### src/rtl/scu_pkg.sv
package scu_pkg;

  typedef enum logic [2:0] {
    OP_READ  = 3'd0,
    OP_WRITE = 3'd1,
    OP_SC    = 3'd2,
    OP_UPFWD = 3'd3,
    OP_WBFWD = 3'd4
  } op_e;

  typedef enum logic [1:0] {
    LN_INV = 2'd0,
    LN_SHR = 2'd1,
    LN_WRT = 2'd2
  } line_e;

  typedef enum logic [2:0] {
    DC_READ   = 3'd0,
    DC_READEX = 3'd1,
    DC_UPG    = 3'd2,
    DC_SCUPG  = 3'd3,
    DC_WB     = 3'd4,
    DC_FAIL   = 3'd5
  } dcmd_e;

  typedef enum logic [1:0] {
    DR_SHR      = 2'd0,
    DR_EXC      = 2'd1,
    DR_UPG_OK   = 2'd2,
    DR_UPG_FAIL = 2'd3
  } drsp_e;

  typedef enum logic [1:0] {
    S_IDLE   = 2'd0,
    S_QUEUED = 2'd1,
    S_WAIT   = 2'd2,
    S_RESP   = 2'd3
  } st_e;

  typedef struct packed {
    logic  result;
    logic  upd;
    line_e state;
  } cmpl_t;

  typedef struct packed {
    logic  hit;
    dcmd_e cmd;
    cmpl_t done;
  } plan_t;

  localparam cmpl_t CMPL_OK   = '{result: 1'b1, upd: 1'b0, state: LN_INV};
  localparam cmpl_t CMPL_FAIL = '{result: 1'b0, upd: 1'b0, state: LN_INV};

  function automatic plan_t plan_op(op_e op, line_e ln);
    plan_t p;
    p.hit  = 1'b0;
    p.cmd  = DC_READ;
    p.done = CMPL_OK;
    case (op)
      OP_READ: begin
        if (ln == LN_SHR || ln == LN_WRT) p.hit = 1'b1;
        else                              p.cmd = DC_READ;
      end
      OP_WRITE, OP_SC: begin
        if (ln == LN_WRT)      p.hit = 1'b1;
        else if (ln == LN_SHR) p.cmd = (op == OP_SC) ? DC_SCUPG : DC_UPG;
        else                   p.cmd = DC_READEX;
      end
      OP_UPFWD: begin
        if (ln == LN_WRT) begin
          p.hit  = 1'b1;
          p.done = '{result: 1'b1, upd: 1'b1, state: LN_INV};
        end else begin
          p.cmd = DC_UPG;
        end
      end
      OP_WBFWD: begin
        if (ln == LN_SHR || ln == LN_WRT) begin
          p.hit  = 1'b1;
          p.done = '{result: 1'b1, upd: 1'b1, state: LN_WRT};
        end else begin
          p.cmd = DC_WB;
        end
      end
      default: p.cmd = DC_READ;
    endcase
    return p;
  endfunction

  function automatic cmpl_t answer_outcome(op_e op, drsp_e kind);
    cmpl_t c;
    case (kind)
      DR_SHR:      c = '{result: 1'b1, upd: 1'b1, state: LN_SHR};
      DR_UPG_FAIL: c = CMPL_FAIL;
      default:     c = '{result: 1'b1, upd: 1'b1,
                         state: (op == OP_UPFWD) ? LN_INV : LN_WRT};
    endcase
    return c;
  endfunction

  function automatic dcmd_e after_invalidate(dcmd_e cmd);
    case (cmd)
      DC_UPG:   return DC_READEX;
      DC_SCUPG: return DC_FAIL;
      default:  return cmd;
    endcase
  endfunction

endpackage

### src/rtl/scu_decode.sv
module scu_decode
  import scu_pkg::*;
(
  input  logic [2:0] op,
  input  logic [1:0] line,
  output plan_t      plan
);
  always_comb plan = plan_op(op_e'(op), line_e'(line));
endmodule

### src/rtl/scu_queue.sv
module scu_queue
  import scu_pkg::*;
(
  input  logic  clk,
  input  logic  rst_n,
  input  logic  load,
  input  dcmd_e load_cmd,
  input  logic  active,
  input  logic  sent,
  input  logic  snp_hit,
  output dcmd_e cmd_q,
  output logic  ev_rw_ex,
  output logic  ev_rw_fail
);
  logic window;

  assign window     = active && !sent && snp_hit;
  assign ev_rw_ex   = window && (cmd_q == DC_UPG);
  assign ev_rw_fail = window && (cmd_q == DC_SCUPG);

  always_ff @(posedge clk) begin
    if (!rst_n)                     cmd_q <= DC_READ;
    else if (load)                  cmd_q <= load_cmd;
    else if (ev_rw_ex || ev_rw_fail) cmd_q <= after_invalidate(cmd_q);
  end

  AST_UPG_BECOMES_READEX: assert property (@(posedge clk) disable iff (!rst_n)
    (active && !sent && snp_hit && cmd_q == DC_UPG) |=> (cmd_q == DC_READEX));
  AST_SCUPG_BECOMES_FAIL: assert property (@(posedge clk) disable iff (!rst_n)
    (active && !sent && snp_hit && cmd_q == DC_SCUPG) |=> (cmd_q == DC_FAIL));
  AST_SENT_CMD_FROZEN: assert property (@(posedge clk) disable iff (!rst_n)
    (active && sent) |=> $stable(cmd_q));
endmodule

### src/rtl/scu_finish.sv
module scu_finish
  import scu_pkg::*;
(
  input  logic  sel_hit,
  input  logic  sel_fail,
  input  logic  sel_wb,
  input  cmpl_t hit_done,
  input  op_e   op,
  input  drsp_e kind,
  output cmpl_t done
);
  always_comb begin
    if (sel_hit)       done = hit_done;
    else if (sel_fail) done = CMPL_FAIL;
    else if (sel_wb)   done = CMPL_OK;
    else               done = answer_outcome(op, kind);
  end
endmodule

### src/rtl/scu_miss_entry.sv
module scu_miss_entry
  import scu_pkg::*;
#(
  parameter int AW = 32
) (
  input  logic          clk,
  input  logic          rst_n,
  input  logic          req_valid,
  output logic          req_ready,
  input  logic [2:0]    req_op,
  input  logic [1:0]    req_line,
  input  logic [AW-1:0] req_addr,
  output logic          rsp_valid,
  output logic          rsp_result,
  output logic          rsp_upd,
  output logic [1:0]    rsp_state,
  output logic          ds_valid,
  input  logic          ds_ready,
  output logic [2:0]    ds_cmd,
  output logic [AW-1:0] ds_addr,
  input  logic          dr_valid,
  input  logic [1:0]    dr_kind,
  input  logic          snp_valid,
  input  logic [AW-1:0] snp_addr
);
  st_e           st;
  op_e           op_q;
  logic [AW-1:0] addr_q;
  dcmd_e         cmd_q;
  cmpl_t         rsp_q;
  plan_t         plan;
  cmpl_t         done;

  // named internal events
  logic ev_accept, ev_send, ev_fail_local, ev_answer, ev_finish;
  logic ev_rw_ex, ev_rw_fail, snp_hit, queued;

  scu_decode u_dec (.op(req_op), .line(req_line), .plan(plan));

  assign queued        = (st == S_QUEUED);
  assign ev_accept     = req_valid && req_ready;
  assign ev_fail_local = queued && (cmd_q == DC_FAIL);
  assign ev_send       = ds_valid && ds_ready;
  assign ev_answer     = (st == S_WAIT) && dr_valid;
  assign snp_hit       = snp_valid && (snp_addr == addr_q);
  assign ev_finish     = (ev_accept && plan.hit) || ev_fail_local ||
                         (ev_send && cmd_q == DC_WB) || ev_answer;

  scu_queue u_q (
    .clk(clk), .rst_n(rst_n),
    .load(ev_accept && !plan.hit), .load_cmd(plan.cmd),
    .active(queued), .sent(ev_send), .snp_hit(snp_hit),
    .cmd_q(cmd_q), .ev_rw_ex(ev_rw_ex), .ev_rw_fail(ev_rw_fail)
  );

  scu_finish u_fin (
    .sel_hit(st == S_IDLE), .sel_fail(ev_fail_local),
    .sel_wb(queued && cmd_q == DC_WB), .hit_done(plan.done),
    .op(op_q), .kind(drsp_e'(dr_kind)), .done(done)
  );

  always_ff @(posedge clk) begin
    if (!rst_n) begin
      st     <= S_IDLE;
      op_q   <= OP_READ;
      addr_q <= '0;
      rsp_q  <= CMPL_OK;
    end else begin
      if (ev_finish) rsp_q <= done;
      case (st)
        S_IDLE: if (ev_accept) begin
          op_q   <= op_e'(req_op);
          addr_q <= req_addr;
          st     <= plan.hit ? S_RESP : S_QUEUED;
        end
        S_QUEUED: begin
          if (ev_fail_local)                   st <= S_RESP;
          else if (ev_send && cmd_q == DC_WB)  st <= S_RESP;
          else if (ev_send)                    st <= S_WAIT;
        end
        S_WAIT:  if (dr_valid) st <= S_RESP;
        default: st <= S_IDLE;
      endcase
    end
  end

  assign req_ready  = (st == S_IDLE);
  assign ds_valid   = queued && (cmd_q != DC_FAIL);
  assign ds_cmd     = cmd_q;
  assign ds_addr    = addr_q;
  assign rsp_valid  = (st == S_RESP);
  assign rsp_result = rsp_q.result;
  assign rsp_upd    = rsp_q.upd;
  assign rsp_state  = rsp_q.state;

  AST_FAIL_MARKER_ZERO: assert property (@(posedge clk) disable iff (!rst_n)
    (queued && cmd_q == DC_FAIL) |=> (rsp_valid && !rsp_result && !rsp_upd));
  AST_SC_FAIL_RESULT: assert property (@(posedge clk) disable iff (!rst_n)
    (st == S_WAIT && dr_valid && dr_kind == DR_UPG_FAIL) |=> (rsp_valid && !rsp_result && !rsp_upd));
  AST_UPGFAIL_ONLY_SC: assert property (@(posedge clk) disable iff (!rst_n)
    (st == S_WAIT && dr_valid && dr_kind == DR_UPG_FAIL) |-> (cmd_q == DC_SCUPG));
  AST_HANDOFF_INVALID: assert property (@(posedge clk) disable iff (!rst_n)
    (rsp_valid && op_q == OP_UPFWD) |-> (rsp_upd && rsp_state == LN_INV));
  AST_SC_OK_WRITABLE: assert property (@(posedge clk) disable iff (!rst_n)
    (st == S_WAIT && dr_valid && dr_kind == DR_UPG_OK && op_q == OP_SC) |=> (rsp_result && rsp_state == LN_WRT));
  AST_RSP_ONE_PULSE: assert property (@(posedge clk) disable iff (!rst_n)
    rsp_valid |=> !rsp_valid);
  AST_WAIT_NO_REWRITE: assert property (@(posedge clk) disable iff (!rst_n)
    (st == S_WAIT) |=> $stable(cmd_q));
  AST_DS_HELD: assert property (@(posedge clk) disable iff (!rst_n)
    (ds_valid && !ds_ready && !snp_hit) |=> (ds_valid && $stable(ds_cmd)));
endmodule

### config.mk
export PLATFORM = sky130hd
export DESIGN_NAME = scu_miss_entry
export DESIGN_NICKNAME = d
export VERILOG_FILES = /design/src/rtl/scu_pkg.sv /design/src/rtl/scu_decode.sv /design/src/rtl/scu_queue.sv /design/src/rtl/scu_finish.sv /design/src/rtl/scu_miss_entry.sv
export SDC_FILE = /design/constraint.sdc
export NUM_CORES = 1
export LEC_CHECK = 0
export BUFFER_PORTS_ARGS = -buffer_cell sky130_fd_sc_hd__buf_2
export CAP_MARGIN = 10
export CORE_AREA = 2 2 82 84
export DETAILED_ROUTE_END_ITERATION = 6
export DIE_AREA = 0 0 84 86
export MAX_ROUTING_LAYER = met4
export PLACE_DENSITY_LB_ADDON = 0.15
export SYNTH_ARGS = -nofsm -noshare
export SYNTH_HDL_FRONTEND = slang
export SYNTH_SLANG_ARGS = --single-unit
### constraint.sdc
create_clock -name clk -period 1.8 [get_ports clk]
set_input_delay 0.36 -clock clk [delete_from_list [all_inputs] [get_ports clk]]
set_output_delay 0.36 -clock clk [all_outputs]
set_load 0.01 [all_outputs]
==> results of run 1 <==
## layout by cell type (no fill, tap or decap), types with 2 or more instances in the layout
| master | instances |
|---|---|
| mux2i_1 | 2 |
| xor2_1 | 5 |
| xnor2_1 | 27 |
| nand2_1 | 75 |
| inv_1 | 11 |
| clkinv_4 | 2 |
| o21ai_1 | 2 |
| clkbuf_8 | 5 |
| nor3_1 | 5 |
| nor2_1 | 16 |
| buf_2 | 118 |
| o21ai_0 | 2 |
| a211oi_1 | 2 |
| dfxtp_1 | 43 |
| buf_6 | 2 |
| a21oi_1 | 45 |
| nand4_1 | 9 |
| buf_4 | 4 |
| ha_1 | 8 |
| nand3b_1 | 2 |
## cell type report
| class | count | area [µm²] |
|---|---|---|
| fillers | 655 | 3150 |
| multi-input cells | 221 | 1330 |
| flip-flops and latches | 44 | 882 |
| repair buffers | 125 | 663 |
| well taps | 77 | 96.3 |
| clock buffers | 5 | 68.8 |
| clock inverters | 3 | 47.5 |
| inverters | 12 | 45.0 |
## critical path, delay by kind of cell, from the launching register on
kind                     cells  cell delay, ns
buffers and inverters        3            0.32
adder cells (fa/ha/maj)      1            0.20
flip-flops                   1            0.34
AO/OA/AOI/OAI                1            0.17
## logic make-up after synthesis
group / count (synthesis) / synth area share (%)
mux: 3 / 1.48
buf+inv: 26 / 5.03
flops: 44 / 38.5
simple gates: 119 / 23.0
compound gates: 57 / 14.4
xor+xnor: 33 / 12.6
fa+ha+maj: 9 / 4.92
## power breakdown
part	switching, mW	total [mW]	internal [mW]
Combinational	0.826	1.49	0.662
Clock	0.350	0.768	0.418
Sequential	0.178	1.34	1.16
## metal layers
layer / GRT usage (%) / vias up / wire (µm)
met2: 28.4 / 77 / 2860
met4: 5.13 / 0 / 77
li1: - / 1198 / -
met3: 4.62 / 6 / 384
met1: 23.5 / 1026 / 3090
met5: - / - / 0
## state kept, by name, summed over array words and instances (netlist names)
| signal | count |
|---|---|
| ds_addr | 32 |
| op_q | 3 |
| u_q.cmd_q | 3 |
| rsp_state | 2 |
| st | 2 |
| rsp_result | 1 |
| rsp_upd | 1 |
## cell usage after synthesis, drive strengths merged (2+ instances only)
| library cell | number |
|---|---|
| nand2 | 75 |
| a21oi | 45 |
| dfxtp | 44 |
| xnor2 | 28 |
| nor2 | 17 |
| inv | 11 |
| ha | 9 |
| nand4 | 9 |
| buf | 7 |
| clkbuf | 7 |
| nor3 | 6 |
| xor2 | 5 |
| o21ai | 4 |
| mux2i | 3 |
| a211oi | 2 |
| a31oi | 2 |
| nand3b | 2 |
## timing repair
action,4_1_cts,5_1_grt
hold buffers,0,0
endpoints found under the setup margin,0,30
resized for setup,0,11
## final timing paths
path              cells past startpoint      endpoint  startpoint  slack, ns
hold reg to reg                       2       op_q[0]     op_q[0]       0.46
hold / removal                        2    rsp_result       rst_n       0.27
setup / recovery                      5      ds_valid       st[1]       0.12
setup reg to reg                      6  u_q.cmd_q[1]  ds_addr[3]       0.12
## per-stage QoR
stage	cells	utilization (%)	power (mW)	setup slack, ns	area (µm²)
finish	487	49.9	3.60	0.115	3130
global placement	479	47.3	2.79	-0.0553	2970
floorplan	291	-	2.27	0.0363	2290
detailed placement	479	47.3	2.81	-0.0178	2970
CTS	487	49.2	3.59	0.0364	3090
global route	487	49.9	3.88	-0.00687	3130
==> metrics.txt, run 1 <==
outcome=complete, no violations; first-pass GRT wire length=10300 µm; hpwl dp=4910 µm; later-pin clock latency in the skew report=0.30 ns; Pleak=1.42 nW; Synth top area share=38.5%; Syn Std Cell Area=2290 µm²; Synth Net Count=377; Pre-Repair DR Iteration Count=4; synth top area cells=dfxtp_1, nand2_1, xnor2_1; most used cell, CP=inv_1; core area=6280 µm²; Max-slew headroom=68.7%; worst path arrival time=1.32 ns; ys async rst share=0%; Setup Fix Bufs, Post-CTS=0; gr ovfl total=0; Synth Area per Inst=7.86 µm²; largest net degree at the start of global routing=39; Crit path required time=1.44 ns; CTS max path bufs=2; Ports=~120; DIE HEIGHT=86 µm; CP endpoint kind=output port; Fin Clk Skew=0.00796 ns; crit start category=register; Yosys top cell by area=dfxtp_1; GP Congestion=0.848; sequence of cells on the critical path=inv_1 > ha_2 > inv_1 > a31oi_4 > buf_2; Syn Inst Count=291; number of library cell types mapped by synthesis=38; H-tree depth=2; clk sinks=between 40 and 50; area grow syn2layout=36.7%; vias per cell=4.74; critical path peak fanout=3; clk root buf=clkbuf_8; fin crit share=93.6%; initial core utilization=a little over a third; CTS tree=yes; Worst VDD drop=644 µV; RSZ-0062 raised after global routing=yes; Critical Path Slowest Stage Cell=dfxtp_2; predominant post-synthesis flop cell=dfxtp_1; number of CTS-inserted buffers=5; hold_ws=0.274 ns; PD cells=1150 nW/µm²; Slew @ Worst Pin=0.463 ns; max cap viols=0; die area=7220 µm²; kind of critical path=register to output port; Final Max Slew Viols=0; number of antenna violations at the first check in global routing=0; Hold/Removal Path Class=primary input to register; wire length after detailed routing=6410 µm; clk slew on worst S/H paths=around 0.080 ns; vias in the first global route=2183; Ant. Diodes=0; port bufs=~120; Hold Vio Cnt, Final=0; Fmax=594 MHz; Cell Rows=29; setup TNS=0 ns; final antenna-violating net count=0; share of cells above drive strength 1=35.1%; Tmin final=between 1.5 and 2 ns; Die W=84 µm; EDFF count, synth=0; gr usage total=18.2%; Syn. warnings=0; layout net count=approximately 500; #FFs+latches synth=44; register area share after synthesis=between 30 and 40%; via count=around 2300; # DRC=0; drt first-iter violations=between 90 and 100; max incr delay on CP=roughly 0.34 ns; final setup vio count=0; Routed WL per cell=13.2 µm
Note: power is estimated with default switching activity, not from simulation.
==> inputs of run 2 (changes only) <==
--- a/config.mk
+++ b/config.mk
@@ -5,13 +5,15 @@
 export SDC_FILE = /design/constraint.sdc
 export NUM_CORES = 1
 export LEC_CHECK = 0
+export ABC_AREA = 1
 export BUFFER_PORTS_ARGS = -buffer_cell sky130_fd_sc_hd__buf_2
 export CAP_MARGIN = 10
-export CORE_AREA = 2 2 82 84
+export CORE_AREA = 2 2 85 87
 export DETAILED_ROUTE_END_ITERATION = 6
-export DIE_AREA = 0 0 84 86
+export DIE_AREA = 0 0 87 89
 export MAX_ROUTING_LAYER = met4
 export PLACE_DENSITY_LB_ADDON = 0.15
+export REMOVE_ABC_BUFFERS = 1
 export SYNTH_ARGS = -nofsm -noshare
 export SYNTH_HDL_FRONTEND = slang
 export SYNTH_SLANG_ARGS = --single-unit
==> metrics.txt, run 2 <==
predominant post-synthesis flop cell=dfxtp_1; number of CTS-inserted buffers=5; total power=3.84 mW; Fmax=620 MHz; clk sinks=44; commonest non-fill, non-tap cells in the layout=buf_2, nand2_1, nor2_1; Critical Path Slowest Stage Cell=dfxtp_1; M1 GR Usage=19.3%; number of antenna violations at the first check in global routing=0; Fin Clk Skew=0.0103 ns; Setup Fix Bufs, Post-CTS=0; EDFF count, synth=0; dpl cell area=around 3200 µm²; Adder-Cell Fraction of Synth Area=4.54%; FF-to-FF setup slack=0.19 ns; post-synthesis simple-gate area fraction=27.8%; #FFs+latches synth=44; worst r2r src=st[1]; gr ovfl total=0; GP Congestion=0.857; Syn Std Cell Area=around 2500 µm²; final setup vio count=0; XOR/XNOR share of the synthesized area=6.36%; Ports=119; Pre-Repair DR Iteration Count=4; Slew @ Worst Pin=0.254 ns; cell with the most instances after synthesis=nand2_1; register area share after synthesis=35.5%; max incr delay on CP=0.35 ns; final cell count without fillers=567; PD cells=about 1200 nW/µm²; Hold Vio Cnt, Final=0; core area=6720 µm²; Die W=87 µm; wire length after detailed routing=6440 µm; mux share of post-synthesis cell area=0%; vias in the first global route=2371; Worst VDD drop=445 µV; most common cell after layout, fill and taps aside=buf_2; layout net count=about 570; share of cells above drive strength 1=between 30 and 40%; Final Max Slew Viols=0; kind of critical path=register to register; Max-slew headroom=83.0%; most used cell, CP=nand2_1; path depth of the worst reg2reg path=13; Top Usage Layer GRT=met2; critical path peak fanout=4; top post-synthesis cells by count=nand2_1, nor2_1, inv_1; initial core utilization=36.9%; hpwl dp=5160 µm; Pleak=1.70 nW; Crit path required time=2.00 ns; gr usage total=between 15 and 20%; storage element area=882 µm²; ys async rst share=0%; Cell Rows=30; max cap viols=0; multi-input logic area=1350 µm²; synth top area cells=dfxtp_1, nand2_1, nor2_1; drt first-iter violations=64; CTS tree=yes; Routed WL per cell=11.3 µm; Syn. warnings=0; Ant. Diodes=0; clk root buf=clkbuf_8; cell area after layout=3280 µm²; final core utilization=between 40% and 50%; worst path arrival time=1.81 ns; outcome=complete, no violations; clk slew on worst S/H paths=roughly 0.09 ns; Worst Hold Launch=req_addr[23]; later-pin clock latency in the skew report=0.30 ns; number of library cell types mapped by synthesis=29; area grow syn2layout=32.1%; Synth Area per Inst=~6.8 µm²; hold buffers post-CTS=0; via count=2560; Hold/Removal Path Class=primary input to register; H-tree depth=2; Bufs and invs on worst path=1; die area=7740 µm²; max reg flops=32; Layout fillers=728; Hold Path Cell Cnt=3; Syn Inst Count=365; CTS max path bufs=2; vias per cell=4.51; port bufs=118; fin crit share=89.6%; GRT met2 Usage=31.2%; DIE HEIGHT=89 µm; compound-cell area share of the yosys netlist=between 10% and 20%; sequence of cells on the critical path=inv_1 > ha_4 > nand2_1 > nor2_1 > nand2_1 > nor2_1 > nand2_1 > nor2_2 > nand3_2 > nand2_2 > nand2_1 > nand2_1 > nor2_2; cts repair resizes=0; largest net degree at the start of global routing=22; CP endpoint kind=register; largest family of logic cells by synthesized area=simple AND/OR/NAND/NOR gates; first-pass GRT wire length=10300 µm; Tmin final=approximately 1.6 ns; # DRC=0; Hold Crit Endpoint=ds_addr[23]; Placed Cells=559; final antenna-violating net count=0; crit start category=register; met3 Usage GRT=3.88%; crit-path leading delay family=simple AND/OR/NAND/NOR gates; Synth top area share=approximately 36%; reg2reg end=u_q.cmd_q[2]; Yosys top cell by area=dfxtp_1; RSZ-0062 raised after global routing=no
[run 2: cell count changes after synthesis, moves of 6 or more]
| cell | delta |
|---|---|
| inv_1 | +37 |
| nand3_1 | +12 |
| o21ai_0 | +35 |
| nor2_2 | +6 |
| nor2_1 | +41 |
| a21oi_1 | -25 |
| inv_2 | +9 |
| nand2_1 | -8 |
| xnor2_1 | -10 |
[run 2: through the flow]
stage | setup TNS, ns | hold slack (ns) | setup slack, ns
after floorplan | -0.741 | 0.428 | -0.222
after global placement | 0 | 0.444 | 0.117
after detailed placement | 0 | 0.453 | 0.0920
after CTS | 0 | 0.303 | 0.0679
after global routing | 0 | 0.313 | 0.0248
final | 0 | 0.305 | 0.188
[run 2: worst max-delay path by stage]
| stage | cells past startpoint | startpoint | to |
|---|---|---|---|
| final | 13 | st[1] | u_q.cmd_q[2] |
| after global routing | 13 | st[1] | u_q.cmd_q[2] |
| after CTS | 13 | st[1] | u_q.cmd_q[2] |
| after detailed placement | 13 | st[1] | u_q.cmd_q[2] |
| after global placement | 13 | st[1] | u_q.cmd_q[2] |
| after floorplan | 8 | st[0] | rsp_state[1] |
[run 2: metal layers]
layer | vias to the layer above | routed length (µm)
met5 | - | 0
met1 | 1111 | 2850
met3 | 5 | 353
met4 | 0 | 54
met2 | 68 | 3180
li1 | 1376 | -
[run 2: report_power, final]
group	switching [mW]	internal, mW	leakage (nW)
Clock	0.355	0.271	0.0479
Sequential	0.220	1.25	0.364
Combinational	1.00	0.739	1.29
[run 2: cell type report]
type                            count  area share (%)
Multi-Input combinational cell    253            41.2
Sequential cell                    44            26.9
Timing Repair Buffer              125            19.6
Inverter                           57            6.53
Tap cell                           80            3.06
Clock buffer                        5            2.10
Clock inverter                      3           0.573
[run 2: logic make-up (layout without fill, tap and decap cells)]
family / count (synthesis) / in the layout
AND/OR/NAND/NOR: 157 / 157
XOR/XNOR: 18 / 18
AO/OA/AOI/OAI: 69 / 69
flip-flops: 44 / 44
buffers and inverters: 68 / 190
adder cells (fa/ha/maj): 9 / 9
[run 2: worst min-delay path: cells and delay by family]
kind	cells	cell delay [ns]
AND/OR/NAND/NOR	1	0.07
AO/OA/AOI/OAI	1	0.07
buffers and inverters	1	0.07
